File: src/rtl/sat_pkg.sv
package sat_pkg;
  typedef enum logic [3:0] {
    OP_ADD   = 4'd0,
    OP_SADD  = 4'd1,
    OP_SSUB  = 4'd2,
    OP_UADD  = 4'd3,
    OP_USUB  = 4'd4,
    OP_SDBL  = 4'd5,
    OP_SSAT  = 4'd6,
    OP_USAT  = 4'd7,
    OP_SSAT2 = 4'd8,
    OP_USAT2 = 4'd9
  } sat_op_e;

  localparam int unsigned NUM_OPS = 10;
endpackage

File: src/rtl/sat_addsub.sv
module sat_addsub
  import sat_pkg::*;
#(
  parameter int unsigned W = 32
) (
  input  logic [W-1:0] a_i,
  input  logic [W-1:0] b_i,
  input  logic [3:0]   op_i,
  output logic [W-1:0] res_o,
  output logic         sat_o
);
  localparam logic [W-1:0] SMAX = {1'b0, {(W-1){1'b1}}};
  localparam logic [W-1:0] SMIN = {1'b1, {(W-1){1'b0}}};

  logic [W:0]   sum_ext;
  logic [W-1:0] sum, diff, sclamp;
  logic         s_add_ovf, s_sub_ovf, u_add_ovf, u_sub_ovf;
  logic         dbl_hi, dbl_lo;

  assign sum_ext   = {1'b0, a_i} + {1'b0, b_i};
  assign sum       = sum_ext[W-1:0];
  assign diff      = a_i - b_i;
  assign s_add_ovf = ~(a_i[W-1] ^ b_i[W-1]) & (sum[W-1] ^ a_i[W-1]);
  assign s_sub_ovf = (a_i[W-1] ^ b_i[W-1]) & (diff[W-1] ^ a_i[W-1]);
  assign u_add_ovf = sum_ext[W];
  assign u_sub_ovf = b_i > a_i;
  assign sclamp    = a_i[W-1] ? SMIN : SMAX;
  // doubling bounds: a >= 2^(W-2), a <= -2^(W-2)
  assign dbl_hi    = ~a_i[W-1] & a_i[W-2];
  assign dbl_lo    = a_i[W-1] & (~a_i[W-2] | ~(|a_i[W-3:0]));

  always_comb begin
    res_o = '0;
    sat_o = 1'b0;
    case (op_i)
      OP_ADD: begin
        res_o = sum;
        sat_o = s_add_ovf;
      end
      OP_SADD: begin
        res_o = s_add_ovf ? sclamp : sum;
        sat_o = s_add_ovf;
      end
      OP_SSUB: begin
        res_o = s_sub_ovf ? sclamp : diff;
        sat_o = s_sub_ovf;
      end
      OP_UADD: begin
        res_o = u_add_ovf ? '1 : sum;
        sat_o = u_add_ovf;
      end
      OP_USUB: begin
        res_o = u_sub_ovf ? '0 : diff;
        sat_o = u_sub_ovf;
      end
      OP_SDBL: begin
        res_o = dbl_hi ? SMAX : (dbl_lo ? SMIN : {a_i[W-2:0], 1'b0});
        sat_o = dbl_hi | dbl_lo;
      end
      default: begin
        res_o = '0;
        sat_o = 1'b0;
      end
    endcase
  end
endmodule

File: src/rtl/sat_clamp.sv
module sat_clamp #(
  parameter int unsigned W     = 32,
  parameter int unsigned OUT_W = 32,
  localparam int unsigned NW   = $clog2(W)
) (
  input  logic [W-1:0]     val_i,
  input  logic [NW-1:0]    n_i,
  input  logic             signed_i,
  output logic [OUT_W-1:0] res_o,
  output logic             sat_o
);
  logic signed [W-1:0] top;
  logic [OUT_W-1:0]    lim;
  logic                s_pos, s_neg, u_neg, u_over;

  assign top    = $signed(val_i) >>> n_i;
  assign s_pos  = ~top[W-1] & (|top);
  assign s_neg  = top[W-1] & ~(&top);
  assign u_neg  = val_i[W-1];
  assign u_over = ~val_i[W-1] & (|(val_i & ({W{1'b1}} << n_i)));
  assign lim    = ~({OUT_W{1'b1}} << n_i);

  always_comb begin
    res_o = val_i[OUT_W-1:0];
    sat_o = 1'b0;
    if (signed_i) begin
      if (s_pos) begin
        res_o = lim;
        sat_o = 1'b1;
      end else if (s_neg) begin
        res_o = ~lim;
        sat_o = 1'b1;
      end
    end else begin
      if (u_neg) begin
        res_o = '0;
        sat_o = 1'b1;
      end else if (u_over) begin
        res_o = lim;
        sat_o = 1'b1;
      end
    end
  end
endmodule

File: src/rtl/sat_sticky.sv
module sat_sticky (
  input  logic clk_i,
  input  logic rst_ni,
  input  logic set_i,
  input  logic clr_i,
  output logic flag_o
);
  always_ff @(posedge clk_i or negedge rst_ni) begin
    if (!rst_ni)    flag_o <= 1'b0;
    else if (set_i) flag_o <= 1'b1;
    else if (clr_i) flag_o <= 1'b0;
  end

  AST_STICKY_SET: assert property (@(posedge clk_i) disable iff (!rst_ni)
    set_i |=> flag_o);
  AST_STICKY_CLEAR: assert property (@(posedge clk_i) disable iff (!rst_ni)
    (clr_i && !set_i) |=> !flag_o);
  AST_STICKY_HOLD: assert property (@(posedge clk_i) disable iff (!rst_ni)
    (!clr_i && !set_i) |=> $stable(flag_o));
endmodule

File: src/rtl/sat_alu.sv
module sat_alu
  import sat_pkg::*;
#(
  parameter int unsigned DATA_W = 32,
  localparam int unsigned HW    = DATA_W / 2,
  localparam int unsigned NW    = $clog2(DATA_W)
) (
  input  logic              clk_i,
  input  logic              rst_ni,
  input  logic              valid_i,
  input  logic [3:0]        op_i,
  input  logic [DATA_W-1:0] a_i,
  input  logic [DATA_W-1:0] b_i,
  input  logic [NW-1:0]     width_i,
  input  logic              flag_clear_i,
  output logic [DATA_W-1:0] result_o,
  output logic              sticky_o
);
  logic [DATA_W-1:0] as_res, word_res, nxt_res;
  logic              as_sat, word_sat, nxt_sat, clamp_signed;
  logic [HW-1:0]     lane_res [2];
  logic [1:0]        lane_sat;

  assign clamp_signed = (op_i == OP_SSAT) || (op_i == OP_SSAT2);

  sat_addsub #(.W(DATA_W)) u_addsub (
    .a_i  (a_i),
    .b_i  (b_i),
    .op_i (op_i),
    .res_o(as_res),
    .sat_o(as_sat)
  );

  sat_clamp #(.W(DATA_W), .OUT_W(DATA_W)) u_word_clamp (
    .val_i   (a_i),
    .n_i     (width_i),
    .signed_i(clamp_signed),
    .res_o   (word_res),
    .sat_o   (word_sat)
  );

  for (genvar g = 0; g < 2; g++) begin : g_lane
    logic [DATA_W-1:0] lane_val;
    assign lane_val = {{(DATA_W-HW){a_i[g*HW+HW-1]}}, a_i[g*HW +: HW]};
    sat_clamp #(.W(DATA_W), .OUT_W(HW)) u_lane_clamp (
      .val_i   (lane_val),
      .n_i     (width_i),
      .signed_i(clamp_signed),
      .res_o   (lane_res[g]),
      .sat_o   (lane_sat[g])
    );
  end

  always_comb begin
    nxt_res = '0;
    nxt_sat = 1'b0;
    case (op_i)
      OP_ADD, OP_SADD, OP_SSUB, OP_UADD, OP_USUB, OP_SDBL: begin
        nxt_res = as_res;
        nxt_sat = as_sat;
      end
      OP_SSAT, OP_USAT: begin
        nxt_res = word_res;
        nxt_sat = word_sat;
      end
      OP_SSAT2, OP_USAT2: begin
        nxt_res = {lane_res[1], lane_res[0]};
        nxt_sat = |lane_sat;
      end
      default: begin
        nxt_res = '0;
        nxt_sat = 1'b0;
      end
    endcase
  end

  always_ff @(posedge clk_i or negedge rst_ni) begin
    if (!rst_ni)      result_o <= '0;
    else if (valid_i) result_o <= nxt_res;
  end

  sat_sticky u_sticky (
    .clk_i (clk_i),
    .rst_ni(rst_ni),
    .set_i (valid_i & nxt_sat),
    .clr_i (flag_clear_i),
    .flag_o(sticky_o)
  );

  logic [DATA_W-1:0] umask;
  assign umask = {DATA_W{1'b1}} << width_i;

  AST_RESULT_HOLD: assert property (@(posedge clk_i) disable iff (!rst_ni)
    !valid_i |=> $stable(result_o));
  AST_SADD_RANGE: assert property (@(posedge clk_i) disable iff (!rst_ni)
    (valid_i && op_i == OP_SADD && as_sat) |=>
      (result_o == {1'b0, {(DATA_W-1){1'b1}}} || result_o == {1'b1, {(DATA_W-1){1'b0}}}));
  AST_USUB_FLOOR: assert property (@(posedge clk_i) disable iff (!rst_ni)
    (valid_i && op_i == OP_USUB && b_i > a_i) |=> result_o == '0);
  AST_USAT_BOUND: assert property (@(posedge clk_i) disable iff (!rst_ni)
    (valid_i && op_i == OP_USAT) |=> (result_o & $past(umask)) == '0);
  AST_UNDEF_ZERO: assert property (@(posedge clk_i) disable iff (!rst_ni)
    (valid_i && op_i >= 4'(NUM_OPS)) |=> (result_o == '0 && !$rose(sticky_o)));
endmodule

File: config.mk
export PLATFORM = sky130hd
export DESIGN_NAME = sat_alu
export DESIGN_NICKNAME = d
export VERILOG_FILES = /design/src/rtl/sat_pkg.sv /design/src/rtl/sat_addsub.sv /design/src/rtl/sat_clamp.sv /design/src/rtl/sat_sticky.sv /design/src/rtl/sat_alu.sv
export SDC_FILE = /design/constraint.sdc
export NUM_CORES = 1
export LEC_CHECK = 0
export BUFFER_PORTS_ARGS = -buffer_cell sky130_fd_sc_hd__buf_2
export CORE_UTILIZATION = 60
export CTS_CLUSTER_SIZE = 16
export DETAILED_ROUTE_END_ITERATION = 10
export PLACE_DENSITY = 0.81
export SLEW_MARGIN = 10
export SYNTH_ARGS = -nofsm -noshare
export SYNTH_HDL_FRONTEND = slang
export SYNTH_SLANG_ARGS = --single-unit
File: constraint.sdc
create_clock -name clk_i -period 1.5 [get_ports clk_i]
set_input_delay 0.225 -clock clk_i [delete_from_list [all_inputs] [get_ports clk_i]]
set_output_delay 0.225 -clock clk_i [all_outputs]
set_load 0.01 [all_outputs]
==> flow_summary.ini, run 1 <==
[run_status]
status = did not finish
haltStage = global routing
stop_error = [ERROR GRT-0116] Global routing finished with congestion. Check the congestion regions in the DRC Viewer.

[floorplan]
chipWidth_um = 138.9
fp.dieH_um = 138.9
io_pins = 110
num_rows = 49
start_util = 0.6192

[synthesis]
synth_ff_type = dfrtp_1
yosysSeqAreaShare = 0.07349
synth-edff-count = 0
syn-num-nets = 1791
yosysWarningCount = 0
synth_cell_type_count = 92
syn_inst = 1647
synthArstFlopShare = 1.000
synth.avg_cell_area_sq_um = 6.823
ys_seq_elements = 33
synth_area_sq_mm = 0.01124

[global_routing]
grt_pass1_wl_mm = 146.4
grtUsageTotal = 0.9709
grt_overflow_total = 1013
first_global_vias = 23451
grt_max_degree = 38

[cts]
cts_buffers = 5
clock_sinks = 33
h-tree-depth = 2
clock_path_buffers = 2
root_buffer = clkbuf_16

[place]
gp_congestion = 1.281
port_buffers = 109
hpwl_mm = 49.59
post-place-ws_ns = -3.324
[cells in the mapped netlist (16+ instances only)]
master    instances  share of area
and3_1           19          0.011
a221oi_1         16          0.012
a21oi_1         117          0.052
o221ai_1         22          0.017
nor2b_1          21          0.012
nor2_1          182          0.061
ha_1             64          0.071
mux2_2           23          0.023
inv_1            80          0.027
clkbuf_1        112          0.037
nand2b_1         26          0.014
o211ai_1         23          0.015
nor3_1           43          0.019
mux2i_1          57          0.051
buf_2            27          0.012
nor4_1           22          0.012
a211oi_1         25          0.017
a31oi_1          28          0.016
xnor2_1          21          0.016
mux4_2           32          0.064
o22ai_1          19          0.011
nand4_1          18          0.010
a21o_1           21          0.014
o21ai_0         157          0.070
nand2_1         148          0.049
dfrtp_1          33          0.073
nand3_1          26          0.012
[what timing repair did]
| item | CTS |
|---|---|
| hold endpoints to repair | 26 |
| setup buffers | 28 |
| setup endpoints to repair | 33 |
| hold buffers | 1 |
| pin swaps | 67 |
| cloned | 2 |
| gates resized for setup | 111 |
[per-layer routing]
| metal | GRT overflow | global-route usage |
|---|---|---|
| met5 | 8 | 0.6416 |
| met4 | 251 | 1.064 |
| met3 | 63 | 0.8470 |
| met2 | 648 | 1.147 |
| met1 | 43 | 0.8995 |
[kinds of logic after synthesis]
family / Yosys count / share of synthesized area
xor+xnor: 32 / 0.02494
flops: 33 / 0.07349
buf+inv: 241 / 0.08807
mux: 112 / 0.1380
fa+ha+maj: 68 / 0.07750
compound gates: 605 / 0.3642
simple gates: 556 / 0.2338
[metrics by stage]
stage / std cells / util / hold slack, ns / cell area (sq um)
floorplan: 1647 / - / -0.07059 / 11500
global placement: 2384 / 0.8740 / 0.3095 / 15860
detailed placement: 2384 / 0.8740 / 0.3128 / 15860
CTS: 2421 / 0.9253 / 0.3642 / 16790
==> run 2: changes to the inputs <==
--- a/config.mk
+++ b/config.mk
@@ -6,10 +6,9 @@
 export NUM_CORES = 1
 export LEC_CHECK = 0
 export BUFFER_PORTS_ARGS = -buffer_cell sky130_fd_sc_hd__buf_2
-export CORE_UTILIZATION = 60
-export CTS_CLUSTER_SIZE = 16
+export CORE_UTILIZATION = 40
 export DETAILED_ROUTE_END_ITERATION = 10
-export PLACE_DENSITY = 0.81
+export PLACE_DENSITY_LB_ADDON = 0.15
 export SLEW_MARGIN = 10
 export SYNTH_ARGS = -nofsm -noshare
 export SYNTH_HDL_FRONTEND = slang
==> flow_summary.ini, run 2 <==
[setup_path]
path_max_fanout = 4
crit_path_start_kind = primary input
worstPathRequired_ns = 1.70
ff2ff_path_depth = 4
r2r-start = result_o[14]
critPathLaunch = b_i[21]
end_kind = flop
critPathKind = primary input to flop
arrival_ns = 4.40

[place]
port_buffers = 109
place_area_sq_mm = 0.01644
gp_congestion = 1.045
hpwl_mm = 50.83
post-place-ws_ns = -3.233
place_inst = 2570

[synthesis]
synth.most_common_cell = nor2_1
yosysSeqAreaShare = 0.07349
synth_cell_type_count = 92
yosysWarningCount = 0
synth_ff_type = dfrtp_1
syn_inst = 1647
synth_common_cells = nor2_1 (182), o21ai_0 (157), nand2_1 (148), a21oi_1 (117), clkbuf_1 (112)
yosys.area.top_type_share = 0.07349
yosysTopAreaCell = dfrtp_1
synth.avg_cell_area_sq_um = 6.823
syn-num-nets = 1791
ys_seq_elements = 33
synthArstFlopShare = 1.000
synth-edff-count = 0
synth_area_sq_mm = 0.01124
synth_area_leaders = dfrtp_1 (7.3%), ha_1 (7.1%), o21ai_0 (7.0%)

[floorplan]
fp.dieH_um = 169.6
io_pins = 110
chipWidth_um = 169.6
start_util = 0.4124
num_rows = 60
core_area_sq_mm = 0.02725
dieArea_sq_mm = 0.02877

[finish]
final_cells = 2613
final_cell_mix = buf_4 (607), nor2_1 (176), nand2_1 (146), o21ai_0 (135), a21oi_1 (109)
largest-register = result_o
largestRegisters = result_o x32, u_sticky.flag_o x1
drive_gt1_frac = 0.4168
design_area_sq_mm = 0.01739
synthToLayoutAreaGrowth_pct = 54.78
antenna_cells = 0
layout_commonest_cell = buf_4
largest_register_ffs = 32
nNetsFinal = 2385

[detailed_routing]
drc = 0
wl_per_cell_um = 24.36
dr_total_vias = 16556
via_per_inst = 6.336
drtIter0Drc = 2232
drt_first_pass_iters = 7
ant_nets = 0
drt-total-wl_mm = 63.66

[cts]
clk_pin_slew_ns = 0.07
root_buffer = clkbuf_16
cts_tree = done
clk_latency_ns = 0.31
clock_sinks = 33
clock_path_buffers = 2
h-tree-depth = 2
cts_buffers = 5

[sta]
slew_headroom = 0.5012
period_share = 2.798
setup_slack_ns = -2.697
slew_viol_final = 0
period_minus_slack_ns = 4.197
tightest_slew_ns = 0.7466
fmax_mhz = 238.2
finalSetupTns_ns = -83.46
hold_viol = 0
grt_setup_unrepaired = yes
fin_skew_ns = 0
setup_viol = 33

[global_routing]
first_global_vias = 15860
grt_pass1_wl_mm = 95.31
grt_overflow_total = 0
grtUsageTotal = 0.4382
antenna_found_initial = 0
grt_max_degree = 34

[pwr]
max-vdd-ir-drop_mv = 0.3700
total_power_w = 0.009025
p_per_area_mw_per_mm2 = 518.9
cellLeakagePower_nw = 7.929

[min_path]
timing.hold.worst_path_depth = 3
hp-start = flag_clear_i
holdCritPathClass = primary input to flop

[job]
max-cap-violations = 0

[run_status]
violations = negative setup slack
status = complete, but fails checks
run 2: cell counts after synthesis:
Identical to the previous run, type by type.
run 2: layout make-up:
class	count	area [sq um]
Timing Repair Buffer	745	5589
Inverter	83	319.1
Clock buffer	7	142.6
Multi-Input combinational cell	1373	10050
Fill cell	2533	9858
Tap cell	372	465.4
Sequential cell	33	825.8
run 2: per-stage QoR:
step	hold WS (ns)	util
2_1_floorplan	-0.07059	-
3_3_place_gp	0.2950	0.6033
3_5_place_dp	0.2983	0.6033
4_1_cts	0.3292	0.6320
5_1_grt	0.3481	0.6382
6_report	0.3146	0.6382
run 2: what timing repair did:
action	in CTS	in global routing
pin swaps	46	33
setup endpoints to repair	33	33
setup buffers	34	6
gates resized for setup	80	39
hold buffers	1	0
cloned	1	0
endpoints found under the hold margin	17	0
run 2: power by group:
part           switching (W)  internal (W)  leakage, nW
clock               0.000496      0.000656       0.0700
sequential          0.000137       0.00104        0.385
combinational        0.00365       0.00305         7.47
total                0.00428       0.00474         7.93
run 2: logic make-up (layout without fill, tap and decap cells):
| kind of cell | Yosys count | after routing | share of synthesized area |
|---|---|---|---|
| buf+inv | 241 | 835 | 0.08807 |
| mux | 112 | 112 | 0.1380 |
| fa+ha+maj | 68 | 68 | 0.07750 |
| xor+xnor | 32 | 32 | 0.02494 |
| simple gates | 556 | 556 | 0.2338 |
| flops | 33 | 33 | 0.07349 |
| compound gates | 605 | 605 | 0.3642 |
run 2: worst max-delay path, stage by stage:
cell      delay [ns]
buf_6           0.09
inv_2           0.05
ha_4            0.20
and3_4          0.19
a221oi_4        0.33
o21ai_2         0.11
a31o_2          0.27
a31o_4          0.20
o31a_1          0.25
o21a_1          0.20
o21a_1          0.17
o21ai_1         0.12
nand2b_1        0.09
fa_2            0.44
o21ai_2         0.16
inv_2           0.07
nor2_4          0.13
o31a_1          0.23
buf_6           0.13
buf_6           0.10
o221ai_2        0.10
a211o_1         0.31
a32o_1          0.22
run 2: path summary, 6_finish.rpt:
kind / to / slack [ns]
max reg2reg: result_o[14] / 0.29
min: u_sticky.flag_o / 0.31
max: result_o[8] / -2.70
min in group asynchronous: result_o[9] / 0.49
min reg2reg: result_o[23] / 0.51
max in group asynchronous: result_o[18] / 0.62
run 2: layer usage:
| metal | vias up | track usage | wire, um |
|---|---|---|---|
| li1 | 7372 | - | - |
| met1 | 7843 | 0.5574 | 25210 |
| met2 | 1060 | 0.6818 | 27540 |
| met3 | 281 | 0.08022 | 6342 |
| met4 | 0 | 0.2758 | 4568 |
| met5 | - | 0 | 0 |
(Power assumes the default switching activity.)
==> run 3: changes to the inputs <==
--- a/config.mk
+++ b/config.mk
@@ -9,6 +9,7 @@
 export CORE_UTILIZATION = 40
 export DETAILED_ROUTE_END_ITERATION = 10
 export PLACE_DENSITY_LB_ADDON = 0.15
+export RECOVER_POWER = 100
 export SLEW_MARGIN = 10
 export SYNTH_ARGS = -nofsm -noshare
 export SYNTH_HDL_FRONTEND = slang
==> flow_summary.ini, run 3 (synthesis results as in run 2) <==
[run_status]
status = complete, but fails checks
violations = negative setup slack

[sta]
slew_viol_final = 0
tightest_slew_ns = 0.9978
setup_slack_ns = -2.706
setup_viol = 33
hold_viol = 0
fmax_mhz = 237.8
period_minus_slack_ns = 4.206
period_share = 2.804
grt_setup_unrepaired = yes
fin_skew_ns = 0
slew_headroom = 0.3348

[pwr]
p_per_area_mw_per_mm2 = 518.0
cellLeakagePower_nw = 7.837
total_power_w = 0.008986
max-vdd-ir-drop_mv = 0.3644

[job]
max-cap-violations = 0

[cts]
clk_latency_ns = 0.30
clk_pin_slew_ns = 0.07
h-tree-depth = 2
clock_sinks = 33
cts_tree = done
clock_path_buffers = 2
cts_buffers = 5
root_buffer = clkbuf_16

[place]
port_buffers = 109
gp_congestion = 1.045
place_area_sq_mm = 0.01644
hpwl_mm = 50.83

[global_routing]
grt_pass1_wl_mm = 95.31
grt_max_degree = 34
antenna_found_initial = 0
first_global_vias = 15860
grt_overflow_total = 0
grtUsageTotal = 0.4382

[detailed_routing]
dr_total_vias = 16611
drtIter0Drc = 2318
via_per_inst = 6.357
drt_first_pass_iters = 6
drt-total-wl_mm = 63.60
ant_nets = 0
wl_per_cell_um = 24.34
drc = 0

[setup_path]
arrival_ns = 4.39
end_kind = flop
worstPathRequired_ns = 1.68
ff2ff_path_depth = 4
path_max_fanout = 3
critPathKind = primary input to flop
regToRegSetupSlack_ns = 0.28
crit_path_start_kind = primary input
r2r-start = result_o[14]
reg2reg_to = result_o[14]

[min_path]
holdCritPathClass = primary input to flop
timing.hold.worst_path_depth = 3
hold_end = u_sticky.flag_o
hp-start = flag_clear_i

[finish]
nNetsFinal = 2385
antenna_cells = 0
final_cell_mix = buf_4 (606), nor2_1 (176), nand2_1 (146), o21ai_0 (135), a21oi_1 (109)
synthToLayoutAreaGrowth_pct = 54.39
largest_register_ffs = 32
drive_gt1_frac = 0.4021
largestRegisters = result_o x32, u_sticky.flag_o x1
design_area_sq_mm = 0.01735
layout_commonest_cell = buf_4
largest-register = result_o

[floorplan]
dieArea_sq_mm = 0.02877
num_rows = 60
io_pins = 110
core_area_sq_mm = 0.02725
fp.dieH_um = 169.6
start_util = 0.4124
chipWidth_um = 169.6
## run 3: cell count changes in the layout (fill, tap and decap cells not counted)
cell and delta:
clkbuf_2 +1, buf_2 -33, buf_4 -1, clkbuf_1 +33
## run 3: where the power goes
group	switching, W	total, W	internal [W]
logic	0.00365	0.00666	0.00301
registers	0.000141	0.00118	0.00104
clock network	0.000489	0.00115	0.000656
## run 3: metal layers
layer  track usage  wire (um)
met2        0.6818      27610
met5             0          0
met1        0.5574      25150
met4        0.2758       4418
met3       0.08022       6419
## run 3: timing repair
item	in CTS	in global routing
setup buffers	34	6
gates cloned	1	0
hold endpoints to repair	17	0
resized for setup	80	39
pin swaps	46	33
setup endpoints to repair	33	33
hold buffers	1	0
## run 3: worst max-delay path by stage
| stage | from | cells past startpoint | slack (ns) | endpoint |
|---|---|---|---|---|
| 6_report | b_i[21] | 23 | -2.71 | result_o[12] |
| 3_3_place_gp | b_i[1] | 23 | -3.20 | result_o[8] |
| 3_5_place_dp | b_i[1] | 23 | -3.23 | result_o[2] |
| 4_1_cts | b_i[1] | 24 | -2.71 | result_o[8] |
| 2_1_floorplan | a_i[10] | 22 | -2.85 | result_o[8] |
| 5_1_grt | b_i[21] | 24 | -2.89 | result_o[4] |
## run 3: final cells by class
type                    count  area (sq um)
fillers                  2545          9902
repair buffers            745          5545
inverters                  83         319.1
multi-input cells        1373         10050
clock buffers               7         142.6
well taps                 372         465.4
flip-flops and latches     33         825.8
## run 3: metrics by stage
stage,TNS (ns),hold slack (ns),setup WS (ns),cells,util
after floorplan,-85.39,-0.07059,-2.846,1647,-
after global placement,-99.05,0.2950,-3.200,2570,0.6033
after detailed placement,-100.20,0.2983,-3.233,2570,0.6033
after CTS,-83.53,0.3292,-2.714,2612,0.6320
after global routing,-89.34,0.3481,-2.889,2613,0.6366
final,-83.65,0.3262,-2.706,2613,0.6366
## run 3: critical path, stage by stage
cell and delay, ns:
buf_6 0.09, inv_2 0.05, ha_4 0.20, and3_4 0.19, a221oi_4 0.33, o21ai_2 0.10
a31o_2 0.27, a31o_4 0.20, o31a_1 0.25, o21a_1 0.20, o21a_1 0.17, o21ai_1 0.12
nand2b_1 0.09, fa_2 0.44, o21ai_2 0.16, inv_2 0.07, nor2_4 0.13, o31a_1 0.23
buf_6 0.13, o221ai_2 0.15, a31o_2 0.27, a211oi_2 0.18, o21ai_1 0.11
